[src/rtl/fpc_pkg.sv]
package fpc_pkg;
   localparam int FLAG_W = 6;
   localparam logic [FLAG_W-1:0] FL_UNORD = 6'b000111;
   localparam logic [FLAG_W-1:0] FL_EQ    = 6'b000100;
   localparam logic [FLAG_W-1:0] FL_LT    = 6'b000001;
   localparam logic [FLAG_W-1:0] FL_GT    = 6'b000000;

   typedef enum logic {MODE_FLAGS = 1'b0, MODE_PRED = 1'b1} fpc_mode_e;

   typedef struct packed {
      logic nan;
      logic snan;
      logic zero;
      logic sign;
   } fpc_class_t;
endpackage

[src/rtl/fpc_classify.sv]
module fpc_classify
   import fpc_pkg::*;
#(
   parameter int EXP_W  = 8,
   parameter int FRAC_W = 23
) (
   input  logic [EXP_W+FRAC_W:0] val,
   output fpc_class_t            cls
);
   localparam int W = EXP_W + FRAC_W + 1;

   logic exp_ones, frac_nz;

   always_comb begin
      exp_ones  = &val[W-2:FRAC_W];
      frac_nz   = |val[FRAC_W-1:0];
      cls.nan   = exp_ones & frac_nz;
      cls.snan  = exp_ones & frac_nz & ~val[FRAC_W-1];
      cls.zero  = ~|val[W-2:0];
      cls.sign  = val[W-1];
   end
endmodule

[src/rtl/fpc_order.sv]
module fpc_order #(
   parameter int W = 32
) (
   input  logic [W-1:0] a,
   input  logic [W-1:0] b,
   input  logic         a_zero,
   input  logic         b_zero,
   output logic         lt,
   output logic         eq
);
   logic mag_lt, mag_eq, sa, sb;

   always_comb begin
      sa     = a[W-1];
      sb     = b[W-1];
      mag_lt = a[W-2:0] < b[W-2:0];
      mag_eq = a[W-2:0] == b[W-2:0];
      if (a_zero && b_zero) begin
         eq = 1'b1;
         lt = 1'b0;
      end else if (sa != sb) begin
         eq = 1'b0;
         lt = sa;
      end else begin
         eq = mag_eq;
         lt = sa ? (!mag_lt && !mag_eq) : mag_lt;
      end
   end
endmodule

[src/rtl/fpc_out_reg.sv]
module fpc_out_reg
   import fpc_pkg::*;
#(
   parameter int MASK_W = 64
) (
   input  logic              clk,
   input  logic              rst_n,
   input  logic              strobe,
   input  logic              pred_mode,
   input  logic              invalid,
   input  logic              suppress,
   input  logic              sticky_clr,
   input  logic [FLAG_W-1:0] flags_nx,
   input  logic [MASK_W-1:0] mask_nx,
   output logic [FLAG_W-1:0] flags,
   output logic [MASK_W-1:0] pmask,
   output logic              inv_sticky,
   output logic              exc_req,
   output logic              res_wr
);
   logic write_en;

   always_comb write_en = strobe && !suppress;

   always_ff @(posedge clk or negedge rst_n) begin
      if (!rst_n) begin
         flags      <= '0;
         pmask      <= '0;
         inv_sticky <= 1'b0;
         exc_req    <= 1'b0;
         res_wr     <= 1'b0;
      end else begin
         exc_req <= strobe && suppress;
         res_wr  <= write_en;
         if (write_en && pred_mode == MODE_FLAGS) flags <= flags_nx;
         if (write_en && pred_mode == MODE_PRED)  pmask <= mask_nx;
         if (strobe && invalid)  inv_sticky <= 1'b1;
         else if (sticky_clr)    inv_sticky <= 1'b0;
      end
   end
endmodule

[src/rtl/fp_cmp_unit.sv]
module fp_cmp_unit
   import fpc_pkg::*;
#(
   parameter int SP_EXP  = 8,
   parameter int SP_FRAC = 23,
   parameter int DP_EXP  = 11,
   parameter int DP_FRAC = 52
) (
   input  logic              clk,
   input  logic              rst_n,
   input  logic              in_valid,
   input  logic              is_dbl,
   input  logic              pred_mode,
   input  logic              quiet_cmp,
   input  logic              pred_le,
   input  logic              inv_mask,
   input  logic              sticky_clr,
   input  logic [63:0]       opa,
   input  logic [63:0]       opb,
   output logic [5:0]        flags,
   output logic [63:0]       pmask,
   output logic              inv_sticky,
   output logic              exc_req,
   output logic              res_wr
);
   localparam int SP_W = SP_EXP + SP_FRAC + 1;
   localparam int DP_W = DP_EXP + DP_FRAC + 1;
   localparam int N_PREC = 2;

   initial begin
      assert (SP_W == 32) else $error("single precision must be 32 bits wide");
      assert (DP_W == 64) else $error("double precision must be 64 bits wide");
      assert (DP_EXP > SP_EXP) else $error("double exponent must exceed single");
   end

   fpc_class_t cls_a [N_PREC];
   fpc_class_t cls_b [N_PREC];
   logic [N_PREC-1:0] lt_v, eq_v;

   for (genvar p = 0; p < N_PREC; p++) begin : g_prec
      localparam int EW = (p == 0) ? SP_EXP  : DP_EXP;
      localparam int FW = (p == 0) ? SP_FRAC : DP_FRAC;
      localparam int WW = EW + FW + 1;

      fpc_classify #(.EXP_W(EW), .FRAC_W(FW)) u_cls_a (
         .val (opa[WW-1:0]),
         .cls (cls_a[p])
      );
      fpc_classify #(.EXP_W(EW), .FRAC_W(FW)) u_cls_b (
         .val (opb[WW-1:0]),
         .cls (cls_b[p])
      );
      fpc_order #(.W(WW)) u_ord (
         .a      (opa[WW-1:0]),
         .b      (opb[WW-1:0]),
         .a_zero (cls_a[p].zero),
         .b_zero (cls_b[p].zero),
         .lt     (lt_v[p]),
         .eq     (eq_v[p])
      );
   end

   fpc_class_t ca, cb;
   logic lt, eq, unord, any_snan, invalid, suppress, pred_true;
   logic [FLAG_W-1:0] flags_nx;
   logic [DP_W-1:0]   mask_nx;

   always_comb begin
      ca       = cls_a[is_dbl];
      cb       = cls_b[is_dbl];
      lt       = lt_v[is_dbl];
      eq       = eq_v[is_dbl];
      unord    = ca.nan | cb.nan;
      any_snan = ca.snan | cb.snan;

      if (pred_mode == MODE_PRED) invalid = unord;
      else                        invalid = quiet_cmp ? any_snan : unord;
      suppress = invalid & ~inv_mask;

      if (unord)   flags_nx = FL_UNORD;
      else if (eq) flags_nx = FL_EQ;
      else if (lt) flags_nx = FL_LT;
      else         flags_nx = FL_GT;

      pred_true = unord | (pred_le ? !(lt | eq) : !lt);
      if (!pred_true)  mask_nx = '0;
      else if (is_dbl) mask_nx = '1;
      else             mask_nx = {{(DP_W-SP_W){1'b0}}, {SP_W{1'b1}}};
   end

   fpc_out_reg #(.MASK_W(DP_W)) u_out (
      .clk        (clk),
      .rst_n      (rst_n),
      .strobe     (in_valid),
      .pred_mode  (pred_mode),
      .invalid    (invalid),
      .suppress   (suppress),
      .sticky_clr (sticky_clr),
      .flags_nx   (flags_nx),
      .mask_nx    (mask_nx),
      .flags      (flags),
      .pmask      (pmask),
      .inv_sticky (inv_sticky),
      .exc_req    (exc_req),
      .res_wr     (res_wr)
   );
endmodule

[config.mk]
export PLATFORM = sky130hd
export DESIGN_NAME = fp_cmp_unit
export DESIGN_NICKNAME = d
export VERILOG_FILES = /design/src/rtl/fpc_pkg.sv /design/src/rtl/fpc_classify.sv /design/src/rtl/fpc_order.sv /design/src/rtl/fpc_out_reg.sv /design/src/rtl/fp_cmp_unit.sv
export SDC_FILE = /design/constraint.sdc
export NUM_CORES = 1
export LEC_CHECK = 0
export ABC_AREA = 1
export CAP_MARGIN = 20
export CORE_MARGIN = 10
export CORE_UTILIZATION = 37
export CTS_BUF_LIST = sky130_fd_sc_hd__clkbuf_4
export CTS_CLUSTER_SIZE = 14
export DETAILED_ROUTE_END_ITERATION = 8
export GPL_TIMING_DRIVEN = 0
export MAX_ROUTING_LAYER = met4
export PLACE_DENSITY = 0.74
export SYNTH_ARGS = -nofsm -noshare
export SYNTH_HDL_FRONTEND = slang
export SYNTH_SLANG_ARGS = --single-unit
[constraint.sdc]
create_clock -name clk -period 3.5 [get_ports clk]
set_input_delay 0.525 -clock clk [delete_from_list [all_inputs] [get_ports clk]]
set_output_delay 0.525 -clock clk [all_outputs]
set_load 0.05 [all_outputs]
==> results of run 1 <==
==> worst reg2reg max path, delay by kind of cell (launching register included) <==
| family | cells | cell delay [ps] |
|---|---|---|
| simple gates | 2 | 250 |
| flops | 1 | 970 |
==> stage by stage <==
stage	cells	area (um^2)	utilization	hold slack [ps]	total power, uW
after floorplan	623	3680	-	229	1000
final	965	5930	0.609	491	1590
after detailed placement	962	5900	0.607	488	1520
after global placement	962	5900	0.607	479	1510
after global routing	965	5930	0.609	515	1680
after CTS	965	5930	0.609	501	1600
==> final timing paths <==
check,start,endpoint,slack (ps),cells after the start
setup reg to reg,u_out.pmask[31],u_out.pmask[31],2220,2
max in group asynchronous,rst_n,u_out.flags[1],2680,1
hold reg to reg,u_out.flags[1],u_out.flags[1],490,2
hold / removal,u_out.flags[1],u_out.flags[1],490,2
setup / recovery,u_out.pmask[31],pmask[26],700,2
min in group asynchronous,rst_n,u_out.exc_req,540,1
==> area by class of cell <==
| type | count | share of cell area |
|---|---|---|
| Multi-Input combinational cell | 425 | 0.425 |
| Timing Repair Buffer | 206 | 0.348 |
| Buffer | 65 | 0.0823 |
| Inverter | 125 | 0.0792 |
| Sequential cell | 8 | 0.0338 |
| Tap cell | 133 | 0.0281 |
| Clock buffer | 3 | 0.00380 |
==> layer usage <==
layer  up-vias  GRT usage
li1       2337          -
met1      1995      0.221
met2       133      0.340
met3         6     0.0206
met4         0     0.0143
met5         -          -
==> layout by cell type, fill, tap and decap left out, drive strengths merged <==
master,n
o21a,2
nand3b,1
xnor2,1
nor2,86
clkinv,3
a21boi,1
nand2,136
clkbuf,3
mux2i,1
a21o,2
buf,65
conb,3
o21ai,12
ha,63
and2,2
nand4,37
nand3,36
inv,122
clkdlybuf4s50,206
o21bai,1
a21oi,29
nor3,12
dfrtp,8
==> power groups by stage <==
| stage | logic [uW] | registers, uW | clock network [uW] |
|---|---|---|---|
| 6_report | 1380 | 136 | 70.0 |
| 5_1_grt | 1460 | 143 | 78.5 |
| 4_1_cts | 1390 | 137 | 72.5 |
| 3_5_place_dp | 1390 | 139 | 0 |
| 3_3_place_gp | 1370 | 136 | 0 |
| 2_1_floorplan | 840 | 164 | 0 |
==> sequential cells by signal, indices dropped and copies added, names as in the netlist <==
signal,count
u_out.exc_req,1
u_out.flags,3
u_out.inv_sticky,1
u_out.pmask,2
u_out.res_wr,1
==> cell families after synthesis <==
logic type                 count (synthesis)  share of synthesized area
muxes                                      1                    0.00273
other                                      1                    0.00102
buffers and inverters                    190                      0.261
and+or+nand+nor                          310                      0.391
DFF                                        8                     0.0546
AOI/OAI and AO/OA                         47                     0.0723
xor gates and xnor gates                   1                    0.00239
adders and majority gates                 63                      0.215
==> impl_metrics.csv, run 1 <==
group,metric,value,unit
routing,drc_errors,0,
final_layout,areaGrowthSynthToFinish,61.6,%
critical_path,start_kind,"register",
final_layout,diodes,0,
synthesis,netlist_instances,621,
routing,met3_length,501,um
clock_network,cts_root_buf,"clkbuf_4",
clock_network,clk_pin_slew,50,ps
global_routing,antenna_found_initial,0,
final_layout,multiInputGateArea,2520,um^2
clock_network,cts_inserted_buffers,3,
worst_hold_path,hold_class,"register to register",
power,irDropWorstVdd,0.221,mV
timing,rsz0062_at_grt,"false",
global_routing,globalRouteOverflowTotal,0,
outcome,status,"completed",
die,die_area,14300,um^2
routing,antenna_left,0,
synthesis,syn_avg_cell_area,5.91,um^2
clock_network,insertion_delay,250,ps
timing,hold_viol_final,0,
timing,finalCriticalPeriod,2800,ps
synthesis,synth.cell_area,3670,um^2
final_layout,drive_above_1_share,0.151,
synthesis,yosys-top-cells-count,"132 x nand2_1, 85 x inv_1, 78 x nor2_1, 65 x buf_4, 63 x ha_1",
global_routing,grt_pass1_vias,4606,
routing,vias_per_cell,4.63,
critical_path,critPathTopFamily,"buffers and inverters",
clock_network,htree_levels,1,
final_layout,seq_area,200,um^2
timing,fin_ws,702,ps
synthesis,ys_async_sr_fraction,1.00,
power,netSwitchingPower,851,uW
timing,slew_headroom,0.359,
clock_network,cts_tree,"yes",
routing,vias,4471,
routing,drt-met1-wl,5930,um
clock_network,postCtsSetupBuffers,0,
power,seq_power_share,0.086,
power,p_leak,0.00297,uW
routing,wl_met2,6940,um
placed_design,hpwl,12400,um
global_routing,grt_start_max_net_pins,34,
routing,routed_wl,13500,um
timing,setup-tns-final,0,ps
routing,dr.pass1.iters,4,
placed_design,dp_worst_setup_slack,632,ps
die,start_util,0.377,
synthesis,yosys_warnings,0,
timing,drv_slew,0,
power,pwr-share-clk,0.044,
final_layout,fillers,959,
clock_network,cts_resized,0,
synthesis,synth.distinct_cells,32,
synthesis,ys_seq_area_frac,0.0546,
synthesis,yosysTopAreaCellShare,0.215,
routing,routedWlPerCell,13.9,um
synthesis,synth_edf_count,0,
synthesis,synth_top_area_cell,"ha_1",
power,internal_power,734,uW
routing,drtIter0Drc,214,
placed_design,gp_congestion,0.942,
power,swShare,0.537,
critical_path,worst-path-buf-inv,2,
flow_run,drv_cap,0,
critical_path,crit_path_end_kind,"primary output",
critical_path,cp_max_fo,33,
routing,routed.top_layer,"met4",
die,chipWidth,120,um
timing,setup_viol,0,
die,io_pins,210,
clock_network,cts.sinks,8,
clock_network,clockBufferDepth,2,
power,power.density,267,nW/um^2
timing,skew,0,ps
synthesis,yosysMostFrequentCell,"nand2_1",
critical_path,cp_cell_sequence,"buf_4 -> clkdlybuf4s50_1",
clock_network,holdBufCountCts,0,
global_routing,grt_pass1_wl,22000,um
timing,final.period_utilization,0.799,
die,core,9730,um^2
synthesis,synth_area_leaders,"ha_1 21%, nand2_1 14%, buf_4 13%, inv_1 8.7%, nor2_1 8.0%",
power,pwr-share-comb,0.870,
timing,worstMarginPinSlew,962,ps
critical_path,slowest_stage,"dfrtp_1",
die,die_h,120,um
final_layout,layout.nets,1034,
synthesis,synth_flop_cell,"dfrtp_1",
placed_design,portBuffers,206,
critical_path,worstPathRequired,2970,ps
critical_path,slowest_delay,970,ps
critical_path,crit_type,"register to primary output",
synthesis,synth_seq_cells,8,
critical_path,worstPathArrival,2270,ps
global_routing,grt_usage,0.186,
die,num_rows,36,
timing,max_freq,357,MHz
Note: power is estimated with default switching activity, not from simulation.
==> run 2, diff against run 1 <==
Settings changed: CORE_UTILIZATION 37 to 36, PLACE_DENSITY 0.74 to 0.76.
Clock period 3.5 ns to 2.5 ns, I/O delays scaled along.
==> run 2 against run 1 <==
Net effect: sequential power grew 41%; utilization decreased by 0.24 points; setup slack lost 550 ps; total power increased by 40%; flip-flop and latch count unchanged; register-to-register slack worse by 660 ps; sequential share of layout area about the same; count of clock-buffer cells in the layout did not move; clock skew is the same; combinational power rose by 40%; critical endpoint is now pmask[15]; largest cell class is now multi-input gates; clock power rose by 41%; largest power group unchanged; wire length increased by 1.8%.
==> impl_metrics.csv, run 2 (synthesis results as in run 1) <==
group,metric,value,unit
placed_design,placed_area,5900,um^2
timing,final.period_utilization,0.939,
timing,fin_ws,153,ps
clock_network,cts.sinks,8,
timing,drv_slew,0,
timing,hold_viol_final,0,
die,die_h,121,um
placed_design,hpwl,12500,um
critical_path,critPathTopFamily,"buffers and inverters",
critical_path,worst-path-buf-inv,2,
die,die_area,14600,um^2
clock_network,holdBufCountCts,0,
timing,slew_headroom,0.613,
clock_network,cts_tree,"yes",
critical_path,crit_type,"register to primary output",
placed_design,dp_worst_setup_slack,-187,ps
final_layout,top_regs,"u_out.flags (3), u_out.pmask (2)",
critical_path,cp_cell_sequence,"buf_4 -> clkdlybuf4s50_1",
critical_path,path_depth,2,
global_routing,grt_pass1_wl,21700,um
critical_path,startpoint,"u_out.pmask[31]",
critical_path,slowest_delay,820,ps
die,chipWidth,121,um
critical_path,r2r_start,"u_out.pmask[31]",
global_routing,globalRouteOverflowTotal,0,
timing,timing.hold.ws,390,ps
die,start_util,0.372,
global_routing,grt_usage,0.182,
placed_design,gp_congestion,0.886,
routing,vias_per_cell,4.60,
power,p_leak,0.00302,uW
routing,dr.pass1.iters,4,
final_layout,largest-register,"u_out.flags",
final_layout,finalNonFillerCells,965,
critical_path,worstPathRequired,2120,ps
global_routing,grt_pass1_vias,4624,
clock_network,insertion_delay,250,ps
routing,routed_wl,13700,um
timing,worstMarginPinSlew,578,ps
die,core,9860,um^2
global_routing,grt_start_max_net_pins,34,
global_routing,antenna_found_initial,0,
routing,routedWlPerCell,14.2,um
routing,antenna_left,0,
worst_hold_path,hold_class,"input pin to async pin",
final_layout,final_common_cell,"clkdlybuf4s50_1",
final_layout,design_area,5990,um^2
final_layout,largest_reg_flops,3,
critical_path,cp_max_fo,33,
clock_network,clk_pin_slew,50,ps
final_layout,final_cell_mix,"201 x clkdlybuf4s50_1, 128 x nand2_1, 85 x inv_1",
critical_path,slowest_stage,"clkdlybuf4s50_1",
clock_network,cts_root_buf,"clkbuf_4",
timing,setup_viol,0,
final_layout,drive_above_1_share,0.169,
critical_path,crit_path_end_kind,"primary output",
flow_run,drv_cap,0,
final_layout,areaGrowthSynthToFinish,63.2,%
routing,drc_errors,0,
clock_network,postCtsSetupBuffers,0,
power,p_total,2220,uW
die,num_rows,36,
clock_network,htree_levels,1,
timing,finalCriticalPeriod,2350,ps
placed_design,placed_cells,962,
timing,skew,0,ps
final_layout,diodes,0,
routing,drtIter0Drc,207,
die,io_pins,210,
placed_design,portBuffers,206,
power,power.density,371,nW/um^2
timing,max_freq,426,MHz
routing,vias,4441,
critical_path,r2r_cells,2,
final_layout,layout.nets,1034,
critical_path,start_kind,"register",
power,irDropWorstVdd,0.311,mV
clock_network,clockBufferDepth,2,
outcome,status,"completed",
clock_network,cts_inserted_buffers,3,
critical_path,worstPathArrival,1970,ps
-- run 2: final cells by class --
| cell class | instances | area (um^2) |
|---|---|---|
| inverter | 125 | 469 |
| tap | 133 | 166 |
| multi-input combinational | 425 | 2560 |
| clock buffer | 3 | 22.5 |
| buffer | 65 | 488 |
| fill | 910 | 3880 |
| sequential | 8 | 203 |
| timing repair buffer | 206 | 2070 |
-- run 2: final timing paths --
check | end | slack, ps
setup reg to reg | u_out.pmask[31] | 1560
max in group asynchronous | u_out.pmask[62] | 1830
hold / removal | u_out.res_wr | 390
setup / recovery | pmask[15] | 150
min in group clk | u_out.flags[1] | 490
hold reg to reg | u_out.flags[1] | 490
-- run 2: report_power, final --
part	total [uW]	internal [uW]	switching (uW)	leakage, uW
clock network	98.7	54.9	43.8	0.0000138
logic	1930	823	1110	0.00290
registers	192	143	49.5	0.000100
total	2220	1020	1200	0.00302
-- run 2: layer usage --
metal	vias up	part of all wire	routed length [um]	track usage
li1	2337	-	-	-
met1	1954	0.43	5870	0.208
met2	134	0.52	7110	0.336
met3	16	0.040	553	0.0256
met4	0	0.012	165	0.0226
met5	-	0	0	-
-- run 2: what timing repair did --
item / 4_1_cts / 5_1_grt
endpoints found under the setup margin: 64 / 3
gates resized for setup: 2 / 18
pin swaps: 0 / 3
-- run 2: stage by stage --
step           setup TNS [ps]  utilization
2_1_floorplan               0            -
3_3_place_gp             -292        0.599
3_5_place_dp             -463        0.599
4_1_cts                     0        0.601
5_1_grt                 -38.0        0.607
6_report                    0        0.607
-- run 2: worst reg2reg max path, stage by stage, from the launching register on --
cell,delay (ps)
dfrtp_2,700
nand2_1,110
nand2_1,80
